### config.mk
export PLATFORM = sky130hd
export DESIGN_NAME = acc_shift_unit
export DESIGN_NICKNAME = d
export VERILOG_FILES = /design/src/rtl/acc_shift_pkg.sv /design/src/rtl/acc_shift_decode.sv /design/src/rtl/acc_shift_step.sv /design/src/rtl/acc_shift_ctrl.sv /design/src/rtl/acc_shift_unit.sv
export SDC_FILE = /design/constraint.sdc
export NUM_CORES = 1
export LEC_CHECK = 0
export BUFFER_PORTS_ARGS = -buffer_cell sky130_fd_sc_hd__buf_4
export CELL_PAD_IN_SITES_DETAIL_PLACEMENT = 2
export CELL_PAD_IN_SITES_GLOBAL_PLACEMENT = 2
export CORE_AREA = 2 2 115 117
export CTS_BUF_LIST = sky130_fd_sc_hd__clkbuf_4 sky130_fd_sc_hd__clkbuf_8
export DETAILED_ROUTE_END_ITERATION = 8
export DIE_AREA = 0 0 117 119
export PLACE_DENSITY = 0.84
export RECOVER_POWER = 25
export SYNTH_ARGS = -nofsm -noshare
export SYNTH_HDL_FRONTEND = slang
export SYNTH_SLANG_ARGS = --single-unit
### constraint.sdc
create_clock -name clk -period 1.8 [get_ports clk]
set_input_delay 0.18 -clock clk [delete_from_list [all_inputs] [get_ports clk]]
set_output_delay 0.18 -clock clk [all_outputs]
set_load 0.02 [all_outputs]
### src/rtl/acc_shift_pkg.sv
package acc_shift_pkg;

  // operation actually performed on the data path
  typedef enum logic [2:0] {
    SOP_LA  = 3'd0,  // left, accumulator only
    SOP_LAQ = 3'd1,  // left, accumulator:extension pair
    SOP_RA  = 3'd2,  // arithmetic right, accumulator only
    SOP_RAQ = 3'd3,  // arithmetic right, pair
    SOP_ROT = 3'd4   // rotate right through the pair
  } shop_e;

  typedef enum logic {
    ST_IDLE = 1'b0,
    ST_RUN  = 1'b1
  } sst_e;

endpackage

### src/rtl/acc_shift_decode.sv
module acc_shift_decode
  import acc_shift_pkg::*;
#(
  parameter int W  = 16,
  parameter int CW = 6
) (
  input  logic          dir_left,
  input  logic [1:0]    modifier,
  input  logic [1:0]    tag,
  input  logic [CW-1:0] imm_field,
  input  logic [W-1:0]  xr_val,
  input  logic          long_fmt,
  input  logic          indirect,
  output shop_e         op,
  output logic          cmode,
  output logic          pair,
  output logic          illegal,
  output logic [CW-1:0] count
);

  logic tag_zero;

  always_comb begin
    tag_zero = (tag == 2'b00);
    count    = tag_zero ? imm_field : xr_val[CW-1:0];
    illegal  = long_fmt | indirect;
    cmode    = 1'b0;
    if (dir_left) begin
      // bit 1 picks the pair, bit 0 asks for normalize-and-count
      op    = modifier[1] ? SOP_LAQ : SOP_LA;
      cmode = modifier[0] & ~tag_zero;
    end else begin
      unique case (modifier)
        2'b10:   op = SOP_RAQ;
        2'b11:   op = SOP_ROT;
        default: op = SOP_RA;
      endcase
    end
    pair = (op != SOP_LA) && (op != SOP_RA);
  end

endmodule

### src/rtl/acc_shift_step.sv
module acc_shift_step
  import acc_shift_pkg::*;
#(
  parameter int W = 16
) (
  input  shop_e        op,
  input  logic [W-1:0] a,
  input  logic [W-1:0] q,
  input  logic         c,
  output logic [W-1:0] a_n,
  output logic [W-1:0] q_n,
  output logic         c_n
);

  always_comb begin
    a_n = a;
    q_n = q;
    c_n = c;
    unique case (op)
      SOP_LA:  {c_n, a_n}      = {a, 1'b0};
      SOP_LAQ: {c_n, a_n, q_n} = {a, q, 1'b0};
      SOP_RA:  a_n             = {a[W-1], a[W-1:1]};
      SOP_RAQ: {a_n, q_n}      = {a[W-1], a, q[W-1:1]};
      SOP_ROT: {a_n, q_n}      = {q[0], a, q[W-1:1]};
      default: ;
    endcase
  end

endmodule

### src/rtl/acc_shift_ctrl.sv
module acc_shift_ctrl
  import acc_shift_pkg::*;
#(
  parameter int CW       = 6,
  parameter int FREE_POS = 4
) (
  input  logic          clk,
  input  logic          rst_n,
  input  logic          start,
  input  shop_e         op_d,
  input  logic          cmode_d,
  input  logic          pair_d,
  input  logic          illegal_d,
  input  logic [CW-1:0] count_d,
  input  logic          a_msb,
  output logic          busy,
  output logic          done,
  output logic          rejected,
  output logic          load_en,
  output logic          shift_en,
  output shop_e         op_q,
  output logic          cmode_q,
  output logic [CW-1:0] rem_q,
  output logic [1:0]    stor_cycles,
  output logic [CW-1:0] extra_steps
);

  localparam logic [CW-1:0] FREE_V = CW'(FREE_POS);
  localparam logic [CW-1:0] ONE_V  = CW'(1);

  sst_e          st_q, st_n;
  logic [CW-1:0] rem_n, sh_q, sh_n;
  shop_e         op_n;
  logic          cmode_n, pair_q, pair_n, rej_q, rej_n, done_q, done_n;
  logic          stop;

  always_comb begin
    st_n     = st_q;
    rem_n    = rem_q;
    sh_n     = sh_q;
    op_n     = op_q;
    cmode_n  = cmode_q;
    pair_n   = pair_q;
    rej_n    = rej_q;
    done_n   = 1'b0;
    load_en  = 1'b0;
    shift_en = 1'b0;
    stop     = (rem_q == '0) || (cmode_q && a_msb);
    unique case (st_q)
      ST_IDLE: begin
        if (start) begin
          load_en = 1'b1;
          st_n    = ST_RUN;
          op_n    = op_d;
          cmode_n = cmode_d & ~illegal_d;
          pair_n  = pair_d;
          rej_n   = illegal_d;
          rem_n   = illegal_d ? '0 : count_d;
          sh_n    = '0;
        end
      end
      ST_RUN: begin
        if (stop) begin
          st_n   = ST_IDLE;
          done_n = 1'b1;
        end else begin
          shift_en = 1'b1;
          rem_n    = rem_q - ONE_V;
          sh_n     = sh_q + ONE_V;
        end
      end
      default: st_n = ST_IDLE;
    endcase
  end

  always_ff @(posedge clk or negedge rst_n) begin
    if (!rst_n) begin
      st_q    <= ST_IDLE;
      rem_q   <= '0;
      sh_q    <= '0;
      op_q    <= SOP_LA;
      cmode_q <= 1'b0;
      pair_q  <= 1'b0;
      rej_q   <= 1'b0;
      done_q  <= 1'b0;
    end else begin
      st_q    <= st_n;
      rem_q   <= rem_n;
      sh_q    <= sh_n;
      op_q    <= op_n;
      cmode_q <= cmode_n;
      pair_q  <= pair_n;
      rej_q   <= rej_n;
      done_q  <= done_n;
    end
  end

  always_comb begin
    busy        = (st_q == ST_RUN);
    done        = done_q;
    rejected    = done_q & rej_q;
    stor_cycles = rej_q ? 2'd0 : (pair_q ? 2'd2 : 2'd1);
    extra_steps = (sh_q > FREE_V) ? (sh_q - FREE_V) : '0;
  end

endmodule

### src/rtl/acc_shift_unit.sv
module acc_shift_unit
  import acc_shift_pkg::*;
#(
  parameter int W        = 16,
  parameter int CW       = 6,
  parameter int FREE_POS = 4
) (
  input  logic          clk,
  input  logic          rst_n,
  input  logic          start,
  input  logic          dir_left,
  input  logic [1:0]    modifier,
  input  logic [1:0]    tag,
  input  logic [CW-1:0] imm_field,
  input  logic [W-1:0]  xr_val,
  input  logic          long_fmt,
  input  logic          indirect,
  input  logic [W-1:0]  a_in,
  input  logic [W-1:0]  q_in,
  input  logic          carry_in,
  output logic          busy,
  output logic          done,
  output logic          rejected,
  output logic [W-1:0]  a_out,
  output logic [W-1:0]  q_out,
  output logic          carry_out,
  output logic [CW-1:0] count_out,
  output logic [1:0]    stor_cycles,
  output logic [CW-1:0] extra_steps
);

  shop_e         op_d, op_q;
  logic          cmode_d, cmode_q, pair_d, illegal_d;
  logic [CW-1:0] count_d;
  logic          load_en, shift_en;
  logic [W-1:0]  a_q, q_q, a_st, q_st, a_n, q_n;
  logic          c_q, c_st, c_n;

  acc_shift_decode #(.W(W), .CW(CW)) u_dec (
    .dir_left  (dir_left),
    .modifier  (modifier),
    .tag       (tag),
    .imm_field (imm_field),
    .xr_val    (xr_val),
    .long_fmt  (long_fmt),
    .indirect  (indirect),
    .op        (op_d),
    .cmode     (cmode_d),
    .pair      (pair_d),
    .illegal   (illegal_d),
    .count     (count_d)
  );

  acc_shift_ctrl #(.CW(CW), .FREE_POS(FREE_POS)) u_ctl (
    .clk         (clk),
    .rst_n       (rst_n),
    .start       (start),
    .op_d        (op_d),
    .cmode_d     (cmode_d),
    .pair_d      (pair_d),
    .illegal_d   (illegal_d),
    .count_d     (count_d),
    .a_msb       (a_q[W-1]),
    .busy        (busy),
    .done        (done),
    .rejected    (rejected),
    .load_en     (load_en),
    .shift_en    (shift_en),
    .op_q        (op_q),
    .cmode_q     (cmode_q),
    .rem_q       (count_out),
    .stor_cycles (stor_cycles),
    .extra_steps (extra_steps)
  );

  acc_shift_step #(.W(W)) u_step (
    .op  (op_q),
    .a   (a_q),
    .q   (q_q),
    .c   (c_q),
    .a_n (a_st),
    .q_n (q_st),
    .c_n (c_st)
  );

  always_comb begin
    a_n = a_q;
    q_n = q_q;
    c_n = c_q;
    if (load_en) begin
      a_n = a_in;
      q_n = q_in;
      c_n = carry_in;
    end else if (shift_en) begin
      a_n = a_st;
      q_n = q_st;
      c_n = c_st;
    end
  end

  always_ff @(posedge clk or negedge rst_n) begin
    if (!rst_n) begin
      a_q <= '0;
      q_q <= '0;
      c_q <= 1'b0;
    end else if (load_en || shift_en) begin
      a_q <= a_n;
      q_q <= q_n;
      c_q <= c_n;
    end
  end

  assign a_out     = a_q;
  assign q_out     = q_q;
  assign carry_out = c_q;

endmodule

Word level (Yosys, flattened, before mapping):

Cells that the tools add are included.

* register bits: 53
* input bits: 65
* output and inout port bits: 50
* logic and storage cells: 86

* $add $sub $neg: 3
* $lt $le $gt $ge: 1
* equality and inequality tests: 10
* multiplexer cells: 31
* bitwise gates (word level): 7
* reductions and logical operators: 22

Operator list (number)
* 16-bit two-way mux: 4
* 16-bit case mux with 4 select lines: 1
* 6-bit two-way mux: 7
* 16-bit case mux with 2 select lines: 1
* 6-bit case mux with 2 select lines: 2
* 1-bit two-way mux: 11
* 3-bit AND reduction: 3
* 6-bit by 1-bit adder with 6-bit output (second input constant): 1
* 3-bit by 2-bit equality test with 1-bit output (second input constant): 2
* 6-bit by 3-bit greater-than comparator with 1-bit output (second input constant): 1
* 6-bit logical NOT: 1
* 3-bit case mux with 2 select lines: 1
* 3-bit nonzero test: 2
* 2-bit OR reduction: 3
* 6-bit by 1-bit subtractor with 6-bit output (second input constant): 1
* 6-bit by 3-bit subtractor with 6-bit output (second input constant): 1
* 5-bit nonzero test: 1
* 2-bit equality test (second input constant): 2
* 2-bit two-way mux: 2
* 2-bit != test (second input constant): 2
* 2-bit AND reduction: 2
* 4-bit AND reduction: 1
* 2-bit nonzero test: 2
* 4-bit nonzero test: 1
* 13 further kinds: 19

Longest topological paths before layout:

Gate-level depths: netlist of the first run.

* word-level depth: 6
* gate-level depth with buffers: 7
* gate-level depth less buffers: 6

By module:

From an unflattened synthesis of the first run, not the netlist that was laid out.

* cell total of the unflattened synthesis: 455
* area total of the unflattened synthesis: 4134.0 um2

Modules (own cells, without submodules)
* acc_shift_unit: times used 1, cells an instance 143, area an instance 1551.5 um2, sequential area each 825.8 um2
* acc_shift_step: times used 1, cells an instance 168, area an instance 1282.5 um2, sequential area each 0.0 um2
* acc_shift_ctrl: times used 1, cells an instance 129, area an instance 1181.1 um2, sequential area each 500.5 um2
* acc_shift_decode: times used 1, cells an instance 15, area an instance 118.9 um2, sequential area each 0.0 um2

Worst setup path before layout of the first run:

No wires, ideal clock.

* path type: flip-flop to flip-flop
* start point: register u_ctl.rem_q[0]
* end point: register a_q[10] (netlist: a_out[10])
* arrival time: 1.941 ns
* required time: 1.674 ns
* slack: -0.267 ns
* cell stages (with the launch flop): 8
* clock period less this slack: 2.067 ns
* path through: dfrtp_1 > inv_1 > ha_1 > or4b_4 > o211ai_4 > buf_6 > a21oi_1 > a221o_1

* cells in the longest elaborated chain, start to end: 6
* elaborated cells between the ends (all ways): 7
* classes of those cells: 2 x mux; 5 x reduce/logical

Ends and longest elaborated chain
* start, declared: RTL line acc_shift_ctrl.sv:23 `output logic [CW-1:0] rem_q,`
* start signal, assigned: RTL line acc_shift_ctrl.sv:88 `rem_q <= rem_n;`
* 6-bit logical NOT *: RTL line acc_shift_ctrl.sv:48 `stop = (rem_q == '0) || (cmode_q && a_msb);`
* 1-bit logical OR *: RTL line acc_shift_ctrl.sv:48
* 1-bit two-way mux *: RTL line acc_shift_ctrl.sv:63 `if (stop) begin`
* 1-bit two-way mux *: RTL line acc_shift_ctrl.sv:49 `unique case (st_q)`
* 2-bit nonzero test (no line) / 1-bit logical OR (equally long branches)
* 3-bit AND reduction (no line) *
* end signal, assigned: RTL line acc_shift_unit.sv:107 `a_q <= a_n;`
* end, declared: RTL line acc_shift_unit.sv:36 `logic [W-1:0] a_q, q_q, a_st, q_st, a_n, q_n;`

Mark *: on every way between the ends. The rest lies on a longest branch, timed or not.
A chain may end at the register's enable or synchronous reset.

Worst setup path in the final report of the first run:

* start point: register u_ctl.rem_q[1]
* end point: register a_q[3] (netlist: a_out[3])

Same word-level chain as after synthesis.

==> results of run 1 <==
[Yosys cell counts (all sizes together) (4+ instances only)]
cell     n
mux2i   23
inv      9
nand2   18
a221o   14
clkbuf  13
nor3     4
nand2b   5
a21oi   24
nor2    61
nand3   25
buf     12
o21ai   26
nor2b    5
dfrtp   53
ha       7
a32o    15
[what timing repair did]
action	CTS	global route
gates resized for setup	27	14
hold buffers	1	0
hold endpoints to repair	53	0
pin swaps	4	1
endpoints found under the setup margin	28	47
setup buffers	11	0
[worst max path at each step]
stage | slack [ps] | cells past startpoint | startpoint | endpoint
after floorplan | -190 | 7 | u_ctl.rem_q[1] | a_out[10]
after global placement | -90 | 7 | u_ctl.rem_q[1] | a_out[12]
after detailed placement | -180 | 7 | u_ctl.rem_q[1] | a_out[3]
after CTS | -200 | 7 | u_ctl.rem_q[1] | a_out[3]
after global routing | -260 | 8 | u_ctl.rem_q[1] | u_ctl.sh_q[4]
final | -190 | 7 | u_ctl.rem_q[1] | a_out[3]
[metrics by stage]
stage | instance area, um^2 | hold WS [ps] | utilization [%] | TNS (ps)
finish | 4840 | 60.9 | 37.6 | -3400
detailed placement | 4500 | 302 | 35.0 | -2550
floorplan | 3360 | -116 | - | -2130
global route | 4840 | 60.3 | 37.6 | -5680
CTS | 4790 | 57.7 | 37.2 | -3290
global placement | 4500 | 274 | 35.0 | -1180
[where the power goes]
| part | switching [W] | internal (W) | leakage, nW | total, W |
|---|---|---|---|---|
| Combinational | 0.00355 | 0.00311 | 1.53 | 0.00666 |
| Sequential | 0.000592 | 0.00176 | 0.662 | 0.00235 |
| Clock | 0.000446 | 0.000349 | 0.0542 | 0.000795 |
[worst max-delay path, delay by kind of cell, from the launching register on]
| family | cells | cell delay (ps) |
|---|---|---|
| AO/OA/AOI/OAI | 3 | 560 |
| adder cells (fa/ha/maj) | 1 | 130 |
| buffers and inverters | 2 | 250 |
| flip-flops | 1 | 430 |
| AND/OR/NAND/NOR | 1 | 490 |
[per-layer routing]
layer	wire, um	share of wire, %	vias up	global-route usage (%)
li1	-	-	1585	-
met1	5170	42	1724	22.4
met2	6590	53	72	33.0
met3	500	4.1	5	3.87
met4	85	0.69	0	3.46
met5	0	0	-	0
[cells by family (layout without fill, tap and decap cells)]
group,Yosys count,in the layout,share of synthesized area [%]
DFF,53,53,39.6
buffers and inverters,36,167,7.06
muxes,24,24,7.21
adders and majority gates,7,7,2.61
AOI/OAI and AO/OA,101,101,22.5
xor gates and xnor gates,2,2,0.523
and+or+nand+nor,141,141,20.5
[final cells by class]
cell class,instances,area (um^2)
clock buffer,7,96.3
clock inverter,1,5.00
fill,1425,8030
tap,176,220
multi-input combinational,275,1920
sequential,53,1330
inverter,9,36.3
timing repair buffer,150,1230
[registers in the layout, indices dropped and copies added, names as in the netlist]
signal and cells:
u_ctl.pair_q 1, q_out 16, u_ctl.sh_q 6, u_ctl.rem_q 6, u_ctl.rej_q 1, u_ctl.done 1
u_ctl.op_q 3, a_out 16, u_ctl.busy 1, u_ctl.cmode_q 1, carry_out 1
[cell usage in the layout, fill, tap and decap left out, types with 3 or more instances in the layout]
master / n
nor2_2: 3
ha_4: 4
clkbuf_8: 7
inv_2: 5
nand2_1: 18
buf_6: 7
a21oi_1: 19
mux2i_1: 23
nand3_1: 25
nand2b_1: 5
dfrtp_2: 6
nor2_1: 56
a32o_1: 15
a21oi_2: 4
a221o_1: 14
buf_4: 135
ha_1: 3
dfrtp_1: 47
o21ai_1: 3
nor3_1: 3
buf_12: 6
o21ai_0: 21
nor2b_1: 4
inv_1: 3
==> summary.txt, run 1 <==
CTS
  – Clk_lat worst skew: 330 ps
  – Max Buffers Root-to-Sink: 2
  – Worst-path clk slew: 110 ps
  – CTS H-tree depth: 2
  – Clock root cell: clkbuf_8
  – CTS tree: yes
  – Num CTS Buffers: 5
  – Clock sinks: 53

Die
  – Initial core utilization: 26.0%
  – Ports: 115
  – DIE WIDTH: 117 um
  – Die area: 0.0139 mm^2
  – # rows: 42
  – Die Height: 119 um
  – Core area: 0.0129 mm^2

Worst setup path
  – Slowest cell on crit path: or4b_4
  – Crit end category: flip-flop
  – CP max FO: 16
  – Crit Reg-Reg Startpoint: u_ctl.rem_q[1]
  – Crit path DAT: 2200 ps
  – Worst EP required: 2010 ps
  – Worst stage delay on the critical path: 490 ps
  – CP Launch Type: flip-flop
  – Reg2reg path depth: 7
  – Flop-to-flop setup slack: -190 ps
  – CP Class: flip-flop to flip-flop
  – Crit-path cells: inv_2 -> ha_4 -> or4b_4 -> o211ai_4 -> buf_12 -> a21oi_1 -> a221o_1
  – Reg2reg end: a_out[3]

Timing
  – Max Fclk: 503 MHz
  – Final Max Tran Viols: 0
  – Setup violators final: 26
  – Final worst slack: -190 ps
  – Final Hold Viols: 0
  – Clk_skew: 8.63 ps
  – Max-slew headroom: 13.1%
  – RSZ-0062 raised after global routing: true
  – Final worst-path cycle share: 111%
  – Worst-margin pin slew: 1300 ps
  – Tmin final: 1990 ps

Detailed routing
  – DR pass1 iterations: 4
  – Vias: 3386
  – ANT nets after route: 0
  – Avg WL per Cell: 18.4 um
  – Post-DR vias/cell: 5.05
  – DRC: 0
  – DRT iter0 DRCs: 102
  – Overall routed net length: 12300 um

Pwr
  – Max VDD drop: 0.000913 V
  – Leakage: 2.24 nW
  – Total power: 0.00981 W
  – Pwr dens: 2020 mW/mm^2

Synth
  – Ys async rst share: 100%
  – Mapped Area: 0.00335 mm^2
  – Post-synth top area share: 39.6%
  – Synth Net Count: 436
  – Synth Flop Type: dfrtp_1
  – Leading area contributor after synthesis: dfrtp_1
  – Mapped Cells: 364
  – Synth Warn #: 0
  – Yosys reg bits: 53
  – Synth area leaders: dfrtp_1 40%, mux2i_1 6.9%, nor2_1 6.7%, a32o_1 4.5%, a221o_1 4.2%
  – Post-synth EDFFs: 0
  – Post-synth cell types: 59
  – Mean Syn Cell Area: 9.20 um^2
  – Seq/Total Area, Yosys: 39.6%

Global routing
  – First-pass GRT wire length: 19900 um
  – Total track usage: 18.3%
  – Largest net degree at the start of global routing: 54
  – Total grt overflow: 0
  – Number of global-route vias before repair: 3849
  – Antenna violations before repair: 0

Worst hold path
  – Hold depth: 3
  – Worst hold path type: input pin to flip-flop
  – HP Start: carry_in
  – Hold Crit Endpoint: carry_out

Placement
  – Placed cell count: 651
  – Post-DP HPWL: 9040 um
  – # port buffers: 104
  – RePlAce Congestion: 0.777
  – DP Worst Slack: -184 ps

Layout
  – Share of layout cells above drive strength 1: 40.6%
  – Nets: 566
  – Area Overhead vs Synth: 44.6%
  – Final non-filler cell total: 671
  – N_diodes: 0

Status
  – Failing checks: negative setup slack
  – Status: finished with violations

Run
  – Max_cap viols: 0
(Power assumes the default switching activity.)
==> run 2, diff against run 1 <==
--- a/config.mk
+++ b/config.mk
@@ -14,6 +14,7 @@
 export DIE_AREA = 0 0 117 119
 export PLACE_DENSITY = 0.84
 export RECOVER_POWER = 25
+export REMOVE_ABC_BUFFERS = 1
 export SYNTH_ARGS = -nofsm -noshare
 export SYNTH_HDL_FRONTEND = slang
 export SYNTH_SLANG_ARGS = --single-unit
==> run 2 against run 1 <==
Net effect: the run still ends with negative setup slack left; critical path depth unchanged; count of clock-buffer cells in the layout decreased by 1; sequential share of layout area shrank 0.38 points; clock skew is 8.9 ps higher; via count grew 1.9%; highest routed layer unchanged.
==> summary.txt, run 2 (synthesis gave the netlist of run 1 again) <==
Status
  – Status: finished with violations (unchanged)
  – Failing checks: negative setup slack (unchanged)

Worst hold path
  – HP Start: carry_in (unchanged)
  – Hold depth: 3 (unchanged)
  – Worst hold path type: input pin to flip-flop (unchanged)

Placement
  – # port buffers: 104 (unchanged)
  – Post-DP HPWL: 8640 um (was 9040 um)
  – Placed cell count: 648 (was 651)
  – RePlAce Congestion: 0.754 (was 0.777)

CTS
  – CTS H-tree depth: 2 (unchanged)
  – Clock root cell: clkbuf_8 (unchanged)
  – Clock sinks: 53 (unchanged)
  – Worst-path clk slew: 110 ps (about the same)
  – CTS tree: yes (unchanged)
  – Clk_lat worst skew: 330 ps (about the same)
  – Num CTS Buffers: 5 (unchanged)
  – Max Buffers Root-to-Sink: 2 (unchanged)

Detailed routing
  – ANT nets after route: 0 (unchanged)
  – DRT iter0 DRCs: 117 (was 102)
  – DR pass1 iterations: 4 (unchanged)
  – DRC: 0 (unchanged)
  – Post-DR vias/cell: 5.11 (was 5.05)
  – Overall routed net length: 12800 um (was 12300 um)
  – Vias: 3450 (was 3386)
  – Avg WL per Cell: 18.9 um (was 18.4 um)

Layout
  – FF+latch area: 0.00133 mm^2 (about the same)
  – Share of layout cells above drive strength 1: 41.5% (was 40.6%)
  – Area of the multi-input gates: 0.00198 mm^2 (was 0.00192 mm^2)
  – Commonest non-fill, non-tap cell in the layout: buf_4 (unchanged)
  – Nets: 570 (was 566)
  – Area Overhead vs Synth: 46.1% (was 44.6%)
  – Most frequent cells in the layout: 139 x buf_4, 56 x nor2_1, 51 x dfrtp_1 (was 135 x buf_4, 56 x nor2_1, 47 x dfrtp_1)
  – Final non-filler cell total: 675 (was 671)
  – N_diodes: 0 (unchanged)
  – Fill count: 1415 (was 1425)

Die
  – DIE WIDTH: 117 um (unchanged)
  – # rows: 42 (unchanged)
  – Die area: 0.0139 mm^2 (unchanged)
  – Initial core utilization: 26.0% (unchanged)
  – Ports: 115 (unchanged)
  – Core area: 0.0129 mm^2 (unchanged)
  – Die Height: 119 um (unchanged)

Pwr
  – Net Sw Power: 0.00474 W (was 0.00459 W)
  – Combinational power share: 69.2% (was 68.0%)
  – Cell internal pwr: 0.00520 W (was 0.00522 W)
  – Pwr dens: 2030 mW/mm^2 (was 2020 mW/mm^2)
  – Sw frac: 47.7% (was 46.8%)
  – Max VDD drop: 0.000537 V (was 0.000913 V)
  – Sequential power share: 23.5% (was 23.9%)
  – Leakage: 2.26 nW (was 2.24 nW)
  – Clk pwr share: 7.4% (was 8.1%)
  – Total power: 0.00994 W (was 0.00981 W)

Worst setup path
  – Critical Path Start: u_ctl.rem_q[1] (unchanged)
  – CP max FO: 16 (unchanged)
  – Crit-path cells: inv_2 -> ha_4 -> or4b_4 -> o211ai_4 -> buf_12 -> a21oi_1 -> a221o_1 (unchanged)
  – Reg2reg path depth: 7 (unchanged)
  – CP Class: flip-flop to flip-flop (unchanged)
  – Worst stage delay on the critical path: 500 ps (was 490 ps)
  – WP depth: 7 (unchanged)
  – Worst EP required: 2010 ps (about the same)
  – Crit path buf inv count: 2 (unchanged)
  – Crit path DAT: 2180 ps (was 2200 ps)
  – CP Launch Type: flip-flop (unchanged)
  – Flop-to-flop setup slack: -160 ps (was -190 ps)
  – Crit end category: flip-flop (unchanged)
  – CP delay by family, top: compound AO/OA/AOI/OAI gates (unchanged)
  – Slowest cell on crit path: or4b_4 (unchanged)
  – Crit Reg-Reg Startpoint: u_ctl.rem_q[1] (unchanged)

Global routing
  – Number of global-route vias before repair: 3840 (was 3849)
  – Largest net degree at the start of global routing: 54 (unchanged)
  – First-pass GRT wire length: 19500 um (was 19900 um)
  – Total grt overflow: 0 (unchanged)
  – Antenna violations before repair: 0 (unchanged)
  – Total track usage: 17.7% (was 18.3%)

Timing
  – Final Hold Viols: 0 (unchanged)
  – Final Max Tran Viols: 0 (unchanged)
  – Final worst slack: -165 ps (was -190 ps)
  – Worst-margin pin slew: 1440 ps (was 1300 ps)
  – RSZ-0062 raised after global routing: true (unchanged)
  – Max-slew headroom: 4.02% (was 13.1%)
  – Final worst-path cycle share: 109% (was 111%)
  – Max Fclk: 509 MHz (was 503 MHz)
  – Clk_skew: 17.5 ps (was 8.63 ps)
  – Setup violators final: 16 (was 26)
  – Tmin final: 1960 ps (was 1990 ps)

Run
  – Max_cap viols: 0 (unchanged)
run 2: changes by cell type in the layout (fill, tap and decap cells not counted), sizes merged:
| cell | previous run | this run |
|---|---|---|
| clkinvlp | 0 | 2 |
| clkinv | 1 | 0 |
| buf | 149 | 152 |
run 2: worst register-to-register path, cell delays in order, from the launching register on:
cell	delay, ps
dfrtp_1	430
inv_2	90
ha_4	120
or4b_4	500
o211ai_4	200
buf_12	170
a21oi_1	70
a221o_1	270
run 2: per-stage QoR:
step	hold WS [ps]	worst slack (ps)	utilization [%]	TNS [ps]	area, um^2
3_5_place_dp	287	-165	34.5	-2200	4440
6_report	67.8	-165	38.0	-2020	4890
3_3_place_gp	271	-58.7	34.5	-792	4440
5_1_grt	54.8	-233	38.0	-4550	4890
4_1_cts	65.9	-152	36.3	-1910	4680
2_1_floorplan	-116	-1230	-	-45090	3150
run 2: final timing paths:
kind / to
setup / recovery: a_out[2]
hold / removal: carry_out
setup reg to reg: a_out[2]
hold reg to reg: u_ctl.pair_q
max in group asynchronous: u_ctl.sh_q[2]
min in group asynchronous: a_out[11]
run 2: routing by layer:
metal / up-vias / share of wire, % / GRT usage [%] / routed length [um]
met1: 1751 / 42 / 21.7 / 5310
met3: 15 / 3.8 / 2.90 / 483
met2: 84 / 53 / 32.4 / 6790
met4: 0 / 1.4 / 3.09 / 182
li1: 1600 / - / - / -
met5: - / 0 / 0 / 0
run 2: timing repair:
action | 4_1_cts | 5_1_grt
setup buffers | 9 | 9
hold buffers | 1 | 0
endpoints found under the setup margin | 29 | 48
pin swaps | 11 | 6
cloned | 0 | 1
hold endpoints to repair | 53 | 0
resized for setup | 19 | 33
run 2: power by group through the flow:
| stage | registers, W | logic [W] | clock network [W] |
|---|---|---|---|
| 2_1_floorplan | 0.00279 | 0.00282 | 0 |
| 3_3_place_gp | 0.00228 | 0.00562 | 0 |
| 3_5_place_dp | 0.00233 | 0.00595 | 0 |
| 4_1_cts | 0.00229 | 0.00631 | 0.000759 |
| 5_1_grt | 0.00242 | 0.00746 | 0.000817 |
| 6_report | 0.00233 | 0.00687 | 0.000731 |
run 2: final cells by class:
| type | count | area share, % |
|---|---|---|
| multi-input combinational | 275 | 40.4 |
| sequential | 53 | 27.2 |
| timing repair buffer | 154 | 25.4 |
| tap | 176 | 4.50 |
| clock buffer | 6 | 1.56 |
| inverter | 9 | 0.690 |
| clock inverter | 2 | 0.307 |
==> run 3, diff against run 2 <==
--- a/config.mk
+++ b/config.mk
@@ -6,13 +6,11 @@
 export NUM_CORES = 1
 export LEC_CHECK = 0
 export BUFFER_PORTS_ARGS = -buffer_cell sky130_fd_sc_hd__buf_4
-export CELL_PAD_IN_SITES_DETAIL_PLACEMENT = 2
-export CELL_PAD_IN_SITES_GLOBAL_PLACEMENT = 2
-export CORE_AREA = 2 2 115 117
+export CORE_AREA = 2 2 95 97
 export CTS_BUF_LIST = sky130_fd_sc_hd__clkbuf_4 sky130_fd_sc_hd__clkbuf_8
 export DETAILED_ROUTE_END_ITERATION = 8
-export DIE_AREA = 0 0 117 119
-export PLACE_DENSITY = 0.84
+export DIE_AREA = 0 0 97 99
+export PLACE_DENSITY = 0.75
 export RECOVER_POWER = 25
 export REMOVE_ABC_BUFFERS = 1
 export SYNTH_ARGS = -nofsm -noshare
==> run 3 against run 2 <==
Net effect: the run still ends with negative setup slack left; clock power grew 12%; utilization grew 16 points; clock skew shrank 2.8 ps; largest power group unchanged; sequential share of layout area grew 1.6 points; global-route usage grew 0.53 points.
==> summary.txt, run 3 (synthesis gave the netlist of run 1 again) <==
Timing
  – Clk_skew: 14.8 ps (was 17.5 ps)
  – Final worst slack: -88.7 ps (was -165 ps)
  – Worst-margin pin slew: 1310 ps (was 1440 ps)
  – Max-slew headroom: 12.8% (was 4.02%)
  – Final worst-path cycle share: 105% (was 109%)
  – Max Fclk: 529 MHz (was 509 MHz)
  – TNS Setup: -951 ps (was -2020 ps)
  – Final Hold Viols: 0 (unchanged)
  – RSZ-0062 raised after global routing: true (unchanged)
  – Tmin final: 1890 ps (was 1960 ps)
  – Final Max Tran Viols: 0 (unchanged)
  – Setup violators final: 14 (was 16)

Placement
  – Placement Cell Area: 0.00433 mm^2 (was 0.00444 mm^2)
  – DP Worst Slack: -119 ps (was -165 ps)
  – RePlAce Congestion: 0.843 (was 0.754)
  – Post-DP HPWL: 6370 um (was 8640 um)
  – # port buffers: 104 (unchanged)
  – Placed cell count: 579 (was 648)

CTS
  – Worst-path clk slew: 110 ps (about the same)
  – CTS tree: yes (unchanged)
  – Num CTS Buffers: 5 (unchanged)
  – CTS H-tree depth: 2 (unchanged)
  – Clk_lat worst skew: 320 ps (was 330 ps)
  – Clock root cell: clkbuf_8 (unchanged)
  – Max Buffers Root-to-Sink: 2 (unchanged)
  – Clock sinks: 53 (unchanged)

Layout
  – Share of layout cells above drive strength 1: 37.8% (was 41.5%)
  – N_diodes: 0 (unchanged)
  – Commonest non-fill, non-tap cell in the layout: buf_4 (unchanged)
  – Fill count: 776 (was 1415)
  – Most frequent cells in the layout: 132 x buf_4, 55 x nor2_1, 52 x dfrtp_1 (was 139 x buf_4, 56 x nor2_1, 51 x dfrtp_1)
  – Fin area: 0.00462 mm^2 (was 0.00489 mm^2)
  – Final non-filler cell total: 595 (was 675)
  – Area of the multi-input gates: 0.00188 mm^2 (was 0.00198 mm^2)
  – Nets: 558 (was 570)
  – Area Overhead vs Synth: 37.9% (was 46.1%)
  – Final design utilization: 54.0% (was 38.0%)
  – FF+latch area: 0.00133 mm^2 (about the same)

Detailed routing
  – DR pass1 iterations: 5 (was 4)
  – ANT nets after route: 0 (unchanged)
  – Post-DR vias/cell: 5.50 (was 5.11)
  – DRC: 0 (unchanged)
  – DRT iter0 DRCs: 198 (was 117)
  – Avg WL per Cell: 15.2 um (was 18.9 um)
  – Vias: 3270 (was 3450)
  – Overall routed net length: 9070 um (was 12800 um)

Pwr
  – Leakage: 2.19 nW (was 2.26 nW)
  – Max VDD drop: 0.000953 V (was 0.000537 V)
  – Pwr dens: 1990 mW/mm^2 (was 2030 mW/mm^2)

Worst setup path
  – Flop-to-flop setup slack: -90 ps (was -160 ps)
  – CP max FO: 16 (unchanged)
  – Crit path DAT: 2100 ps (was 2180 ps)
  – Worst stage delay on the critical path: 490 ps (was 500 ps)
  – Slowest cell on crit path: or4b_4 (unchanged)
  – Crit end category: flip-flop (unchanged)
  – Worst EP required: 2010 ps (about the same)
  – Crit-path cells: inv_2 -> ha_4 -> or4b_4 -> o211ai_4 -> buf_12 -> a21oi_1 -> a221o_1 (unchanged)
  – CP Launch Type: flip-flop (unchanged)
  – CP Class: flip-flop to flip-flop (unchanged)
  – Reg2reg path depth: 7 (unchanged)

Die
  – Core area: 0.00855 mm^2 (was 0.0129 mm^2)
  – DIE WIDTH: 97 um (was 117 um)
  – Die area: 0.00960 mm^2 (was 0.0139 mm^2)
  – # rows: 34 (was 42)
  – Initial core utilization: 39.2% (was 26.0%)
  – Ports: 115 (unchanged)
  – Die Height: 99 um (was 119 um)

Worst hold path
  – Hold depth: 2 (was 3)
  – Worst hold path type: input pin to flip-flop (unchanged)

Status
  – Status: finished with violations (unchanged)
  – Failing checks: negative setup slack (unchanged)

Global routing
  – Total grt overflow: 0 (unchanged)
  – Antenna violations before repair: 0 (unchanged)
  – Number of global-route vias before repair: 3181 (was 3840)
  – Largest net degree at the start of global routing: 54 (unchanged)
  – First-pass GRT wire length: 14700 um (was 19500 um)
  – Total track usage: 18.2% (was 17.7%)

Run
  – Max_cap viols: 0 (unchanged)
run 3: cell count changes in the layout (fill, tap and decap cells not counted), moves of 3 or more:
cell,before,now
inv_1,2,6
buf_4,139,132
inv_2,7,3
ha_4,4,1
run 3: worst paths after layout:
check                               start             to
max                        u_ctl.rem_q[0]       a_out[7]
min                              dir_left  u_ctl.op_q[2]
max reg2reg                u_ctl.rem_q[0]       a_out[7]
min reg2reg                  u_ctl.pair_q   u_ctl.pair_q
max in group asynchronous           rst_n  u_ctl.sh_q[2]
min in group asynchronous           rst_n       a_out[5]
run 3: critical path: cells and delay by family (launching register included):
kind | cells | cell delay (ps)
buffers and inverters | 2 | 260
flip-flops | 1 | 400
adder cells (fa/ha/maj) | 1 | 130
AND/OR/NAND/NOR | 1 | 490
AO/OA/AOI/OAI | 3 | 520
run 3: metal layers:
metal  vias up  GRT usage [%]  part of all wire (%)
met2       112           31.4                    51
met3         9           4.61                   6.5
met5         -              0                     0
li1       1569              -                     -
met4         0           5.63                  0.85
met1      1580           22.6                    42
run 3: what timing repair did:
item | in CTS | in global routing
pin swaps | 0 | 12
hold buffers | 1 | 0
gates resized for setup | 4 | 25
endpoints found under the hold margin | 53 | 0
setup buffers | 2 | 5
setup endpoints to repair | 26 | 35
run 3: through the flow:
stage	power, W	hold slack [ps]
finish	0.00919	75.6
global route	0.00985	73.6
CTS	0.00885	66.1
detailed placement	0.00792	261
global placement	0.00774	260
floorplan	0.00561	-116
run 3: layout make-up:
cell class | instances | share of cell area [%]
multi-input combinational | 275 | 40.8
sequential | 53 | 28.7
timing repair buffer | 142 | 24.3
tap | 108 | 2.93
clock buffer | 5 | 1.49
clock inverter | 3 | 1.00
inverter | 9 | 0.732
run 3: power by group:
group	internal, W	leakage (nW)	switching [W]
combinational	0.00286	1.47	0.00318
sequential	0.00175	0.667	0.000576
clock	0.000417	0.0543	0.000406
